===== config.mk =====
export PLATFORM = sky130hd
export DESIGN_NAME = txn_status_queue
export DESIGN_NICKNAME = d
export VERILOG_FILES = /design/src/rtl/txn_stat_pkg.sv /design/src/rtl/stat_backlog.sv /design/src/rtl/stat_head.sv /design/src/rtl/sticky_bit.sv /design/src/rtl/txn_status_queue.sv
export SDC_FILE = /design/constraint.sdc
export NUM_CORES = 1
export LEC_CHECK = 0
export CAP_MARGIN = 40
export CORE_AREA = 4 4 71 73
export DETAILED_ROUTE_END_ITERATION = 8
export DIE_AREA = 0 0 75 77
export DONT_BUFFER_PORTS = 1
export PLACE_DENSITY = 0.47
export SETUP_SLACK_MARGIN = 0.4
export SYNTH_ARGS = -nofsm -noshare
export SYNTH_HDL_FRONTEND = slang
export SYNTH_SLANG_ARGS = --single-unit

===== constraint.sdc =====
create_clock -name clk -period 2 [get_ports clk]
set_clock_uncertainty 0.15 [all_clocks]
set_input_delay 0.4 -clock clk [delete_from_list [all_inputs] [get_ports clk]]
set_output_delay 0.4 -clock clk [all_outputs]
set_load 0.005 [all_outputs]

===== src/rtl/txn_stat_pkg.sv =====
package txn_stat_pkg;
  localparam int EP_W   = 4;
  localparam int STAT_W = 8;

  typedef struct packed {
    logic [EP_W-1:0] ep;
    logic            tx;
    logic            odd;
    logic [1:0]      rsvd;
  } stat_byte_t;

  // Packs one completion record; the reserved bits are always zero.
  function automatic stat_byte_t make_stat(input logic [EP_W-1:0] ep,
                                           input logic tx,
                                           input logic odd);
    stat_byte_t s;
    s.ep   = ep;
    s.tx   = tx;
    s.odd  = odd;
    s.rsvd = 2'b00;
    return s;
  endfunction

  // Ring pointer advance for a depth that need not be a power of two.
  function automatic int unsigned ring_next(input int unsigned p,
                                            input int unsigned depth);
    return (p == depth - 1) ? 0 : p + 1;
  endfunction
endpackage


===== src/rtl/stat_backlog.sv =====
module stat_backlog #(
  parameter int W     = 8,
  parameter int DEPTH = 3
) (
  input  logic         clk,
  input  logic         rst_n,
  input  logic         wr_i,
  input  logic [W-1:0] wr_data_i,
  input  logic         rd_i,
  output logic [W-1:0] rd_data_o,
  output logic         empty_o,
  output logic         full_o
);
  import txn_stat_pkg::*;

  localparam int PW = (DEPTH > 1) ? $clog2(DEPTH) : 1;
  localparam int CW = $clog2(DEPTH + 1);
  localparam logic [CW-1:0] CNT_FULL = CW'(DEPTH);

  logic [W-1:0]  mem [DEPTH];
  logic [PW-1:0] wr_ptr, rd_ptr;
  logic [CW-1:0] count;

  assign empty_o   = (count == '0);
  assign full_o    = (count == CNT_FULL);
  assign rd_data_o = mem[rd_ptr];

  always_ff @(posedge clk) begin
    if (wr_i) mem[wr_ptr] <= wr_data_i;
  end

  always_ff @(posedge clk) begin
    if (!rst_n) begin
      wr_ptr <= '0;
      rd_ptr <= '0;
      count  <= '0;
    end else begin
      if (wr_i) wr_ptr <= PW'(ring_next(int'(wr_ptr), DEPTH));
      if (rd_i) rd_ptr <= PW'(ring_next(int'(rd_ptr), DEPTH));
      case ({wr_i, rd_i})
        2'b10:   count <= count + 1'b1;
        2'b01:   count <= count - 1'b1;
        default: count <= count;
      endcase
    end
  end

  // the controller never writes into a full backlog without a pop
  p_no_write_when_full_r9: assert property (@(posedge clk) disable iff (!rst_n)
    wr_i |-> (!full_o || rd_i));
  // never pop an empty backlog
  p_no_read_when_empty_r5: assert property (@(posedge clk) disable iff (!rst_n)
    rd_i |-> !empty_o);
endmodule


===== src/rtl/stat_head.sv =====
module stat_head #(
  parameter int W = 8
) (
  input  logic         clk,
  input  logic         rst_n,
  input  logic         load_i,
  input  logic [W-1:0] load_data_i,
  input  logic         retire_i,
  output logic [W-1:0] stat_o,
  output logic         done_o
);
  always_ff @(posedge clk) begin
    if (!rst_n) begin
      stat_o <= '0;
      done_o <= 1'b0;
    end else if (load_i) begin
      stat_o <= load_data_i;
      done_o <= 1'b1;
    end else if (retire_i) begin
      done_o <= 1'b0;
    end
  end

  // a retire with no reload keeps the byte and lowers the flag
  p_retire_holds_r7: assert property (@(posedge clk) disable iff (!rst_n)
    (retire_i && !load_i) |=> (!done_o && $stable(stat_o)));
endmodule


===== src/rtl/sticky_bit.sv =====
module sticky_bit (
  input  logic clk,
  input  logic rst_n,
  input  logic set_i,
  input  logic clr_i,
  output logic q_o
);
  always_ff @(posedge clk) begin
    if (!rst_n)     q_o <= 1'b0;
    else if (set_i) q_o <= 1'b1;
    else if (clr_i) q_o <= 1'b0;
  end

  // a clear with no set lowers the bit
  p_clear_lowers_r10: assert property (@(posedge clk) disable iff (!rst_n)
    (clr_i && !set_i) |=> !q_o);
endmodule


===== src/rtl/txn_status_queue.sv =====
module txn_status_queue #(
  parameter int ENTRIES = 4
) (
  input  logic       clk,
  input  logic       rst_n,
  input  logic       push_i,
  input  logic [3:0] push_ep_i,
  input  logic       push_tx_i,
  input  logic       push_odd_i,
  input  logic       clr_done_i,
  input  logic       clr_ovf_i,
  output logic [7:0] stat_o,
  output logic       done_o,
  output logic       ovf_o
);
  import txn_stat_pkg::*;

  // One entry lives in the holding register; the rest wait in the backlog.
  localparam int BACKLOG = ENTRIES - 1;

  stat_byte_t push_byte;
  logic [STAT_W-1:0] bl_head;
  logic bl_empty, bl_full;

  // Named internal events
  logic retire;      // flag cleared while it was high
  logic advance;     // next backlog entry moves to the holding register
  logic bypass;      // pushed byte goes straight to the holding register
  logic bl_write;    // pushed byte is appended to the backlog
  logic drop;        // pushed byte is discarded
  logic head_load;
  logic [STAT_W-1:0] head_data;

  assign push_byte = make_stat(push_ep_i, push_tx_i, push_odd_i);

  assign retire    = done_o && clr_done_i;
  assign advance   = retire && !bl_empty;
  assign bypass    = push_i && (!done_o || (retire && bl_empty));
  assign bl_write  = push_i && !bypass && (!bl_full || advance);
  assign drop      = push_i && !bypass && bl_full && !advance;
  assign head_load = advance || bypass;
  assign head_data = advance ? bl_head : push_byte;

  stat_backlog #(.W(STAT_W), .DEPTH(BACKLOG)) u_backlog (
    .clk       (clk),
    .rst_n     (rst_n),
    .wr_i      (bl_write),
    .wr_data_i (push_byte),
    .rd_i      (advance),
    .rd_data_o (bl_head),
    .empty_o   (bl_empty),
    .full_o    (bl_full)
  );

  stat_head #(.W(STAT_W)) u_head (
    .clk         (clk),
    .rst_n       (rst_n),
    .load_i      (head_load),
    .load_data_i (head_data),
    .retire_i    (retire),
    .stat_o      (stat_o),
    .done_o      (done_o)
  );

  sticky_bit u_ovf (
    .clk   (clk),
    .rst_n (rst_n),
    .set_i (drop),
    .clr_i (clr_ovf_i),
    .q_o   (ovf_o)
  );

  // a push into an idle block raises the flag on the next cycle
  p_push_idle_r4: assert property (@(posedge clk) disable iff (!rst_n)
    (push_i && !done_o) |=> done_o);
  // a low flag means nothing is waiting in the backlog
  p_idle_empty_r4: assert property (@(posedge clk) disable iff (!rst_n)
    !done_o |-> bl_empty);
  // a clear with a waiting entry presents that entry, flag high
  p_reload_r6: assert property (@(posedge clk) disable iff (!rst_n)
    (done_o && clr_done_i && !bl_empty) |=> (done_o && stat_o == $past(bl_head)));
  // a clear while the flag is low changes nothing
  p_idle_clear_r8: assert property (@(posedge clk) disable iff (!rst_n)
    (!done_o && clr_done_i && !push_i) |=> (!done_o && $stable(stat_o)));
  // a discarded push raises the overflow bit
  p_no_overflow_r9: assert property (@(posedge clk) disable iff (!rst_n)
    drop |=> ovf_o);
  // a push paired with a clear is never discarded
  p_push_clear_r11: assert property (@(posedge clk) disable iff (!rst_n)
    (push_i && retire) |-> !drop);
  // the reserved bits are zero at the port
  p_rsvd_zero_r2: assert property (@(posedge clk) disable iff (!rst_n)
    stat_o[1:0] == 2'b00);
endmodule


==> impl_results.md <==
* Crit-path max FO at 6
* Nets at 139
* Worst Setup SP: u_backlog.count[1]
* CTS hold repair buffers at 0
* Vias in the first global route at 964
* Core Box Area at 0.00435 mm^2
* Max-slew violations at 0
* Syn avg cell area at 12.6 um^2
* Setup slack after layout at 0.438 ns
* Buffers and inverters on the worst path at 0
* Setup TNS at 0 ns
* Synth area leaders: edfxtp_1 (35%), dfxtp_1 (21%), mux2i_1 (5.3%), nor2b_1 (4.9%), o221a_2 (4.4%)
* CP max stage delay at 0.40 ns
* Dominant synthesized flop cell: edfxtp_1
* WS Path Type: flip-flop to flip-flop
* Sequential share of the synthesized area at 0.565
* Worst hold start: push_tx_i
* Number of antenna violations at the first check in global routing at 0
* Worst EP arrival at 1.36 ns
* Critical R2R Launch: u_backlog.count[1]
* Die Y-Extent at 77 um
* Final Hold Viols at 0
* Vias per cell at 5.19
* EDFF count, synth at 18
* Via count at 939
* Final WL at 2990 um
* Mapped Area at 0.00152 mm^2
* Worst-path cell chain: or3b_4 -> o2111ai_4 -> nor3b_4
* Status: completed
* Max Cap Viol at 0
* TritonCTS clock tree: built
* Yosys top cell by area: edfxtp_1
* Mapped Cells at 121
* H-tree depth at 2
* Die area at 0.00578 mm^2
* R2r endpoint: u_backlog.mem[1][4]
* Worst path required time at 1.80 ns
* Yosys warning count at 0
* Hold Path End: u_backlog.mem[2][1]
* Setup crit end kind: flip-flop
* # setup viols final at 0
* Final min period at 1.56 ns
* Clock latency on the worst-skew pair at 0.28 ns
* PwrDens at 778 mW/mm^2
* Slowest CP cell: nor3b_4
* Reg-to-reg slack, setup at 0.44 ns
* Worst min path class: input port to flip-flop
* Initial core utilization at 0.350
* Hpwl dp at 2190 um
* First-pass GRT wire length at 4860 um
* Crit-path leading delay family: simple AND/OR/NAND/NOR gates
* Worst r2r path cells at 3
* Critical Path Start Type: flip-flop
* CTS buffer count at 5
* DR DRC count at 0
* Fin crit share at 0.781
* Initial DRC Count at 29
* Top cell type's share of synthesized area at 0.355
* WL/cell at 16.5 um
* Root Buffer: clkbuf_8
* Post-route ant nets at 0
* DP Worst Slack at 0.195 ns
* Largest net degree at the start of global routing at 17
* CTS max path bufs at 2
* Diode count at 0
* Post-synthesis cell type count at 31
* Pre-antenna DRT Iters at 4
* Row Count at 24
* Synth async-reset ratio at 0
* Max Freq at 640 MHz
* Total GRT Usage at 0.115
* Share of post-route cells with drive strength above 1 at 0.248
* Io pins at 21
* Commonest cells after routing, fill and taps aside: edfxtp_1 (18), dfxtp_1 (13), nor2b_1 (12), o21ai_0 (9)
* Port bufs at 0
* Worst-path clk slew at 0.07 ns
* Unrepaired setup endpoints after global routing: true
* Final core occ at 0.397
* GP Congestion at 0.736
* Worst vdd ir at 0.000323 V
* Sinks on the clock net at 34
* Die width at 75 um
* Layout area overhead at 13.4%
* Commonest non-fill, non-tap cell in the layout: edfxtp_1
* Leak Pwr at 0.590 nW
* Hold Path Depth at 0
* Global route total overflow at 0
* FF+latch count, synth at 34
-- registers in the layout (all words and copies together), names as in the netlist, named ones only --
| name | cells |
|---|---|
| u_backlog.mem | 18 |
| u_backlog.count | 2 |
| u_ovf.q_o | 1 |
| u_head.done_o | 1 |
| u_backlog.wr_ptr | 2 |
| u_head.stat_o | 6 |
| u_backlog.rd_ptr | 2 |
-- repair_timing --
item	4_1_cts	5_1_grt
gates resized for setup	6	1
pin swaps	1	2
setup buffers	4	4
endpoints found under the hold margin	0	0
endpoints found under the setup margin	25	18
-- cell families after synthesis --
| group | Yosys count | synth area share |
|---|---|---|
| flops | 34 | 0.565 |
| buf+inv | 12 | 0.0534 |
| other cells | 1 | 0.00246 |
| compound gates | 34 | 0.200 |
| simple gates | 32 | 0.127 |
| mux | 8 | 0.0526 |
-- worst max-delay path by stage --
stage | slack (ns) | to | cells past startpoint
2_1_floorplan | 0.39 | u_backlog.mem[1][0] | 3
3_3_place_gp | 0.26 | u_backlog.mem[1][0] | 3
3_5_place_dp | 0.20 | u_backlog.mem[2][3] | 3
4_1_cts | 0.41 | u_backlog.mem[2][2] | 3
5_1_grt | 0.38 | u_backlog.mem[1][4] | 3
6_report | 0.44 | u_backlog.mem[1][4] | 3
-- layout make-up --
class                   instances  area [um^2]
clock inverters                 1         5.00
multi-input cells              76          627
clock buffers                   7         86.3
flip-flops and latches         34          872
inverters                       3         11.3
well taps                      52         65.1
repair buffers                  8         60.1
fillers                       408         2630
-- per-stage QoR --
stage | cell area, um^2 | total power, W | instances | hold WS [ns]
finish | 1730 | 0.00134 | 181 | 0.0589
global route | 1730 | 0.00140 | 181 | 0.0435
CTS | 1690 | 0.00135 | 177 | 0.0535
detailed placement | 1560 | 0.000844 | 165 | 0.324
global placement | 1560 | 0.000842 | 165 | 0.318
floorplan | 1560 | 0.000847 | 122 | 0.302
-- metal layers --
| layer | global-route usage | vias to the layer above | part of all wire |
|---|---|---|---|
| met5 | 0 | - | 0 |
| met4 | 0.0427 | 0 | 0.018 |
| met3 | 0.0614 | 8 | 0.076 |
| met2 | 0.179 | 19 | 0.47 |
| met1 | 0.132 | 448 | 0.43 |
| li1 | - | 464 | - |
-- report_power, final --
group | internal, W | switching, W
clock | 0.000277 | 0.000235
sequential | 0.000750 | 0.0000188
combinational | 0.0000366 | 0.0000262
-- synth_stat cells, types with 2 or more instances --
| master | number |
|---|---|
| nand3b_1 | 3 |
| inv_1 | 3 |
| nand2_1 | 7 |
| a21boi_0 | 3 |
| buf_2 | 2 |
| mux2i_1 | 8 |
| nor3b_1 | 2 |
| o211a_1 | 2 |
| o21a_4 | 2 |
| buf_6 | 2 |
| nor2b_1 | 12 |
| dfxtp_1 | 16 |
| o21ai_0 | 9 |
| buf_4 | 5 |
| nand2b_1 | 2 |
| edfxtp_1 | 18 |
| o221a_2 | 6 |
| a211oi_1 | 6 |
(Power assumes the default switching activity.)
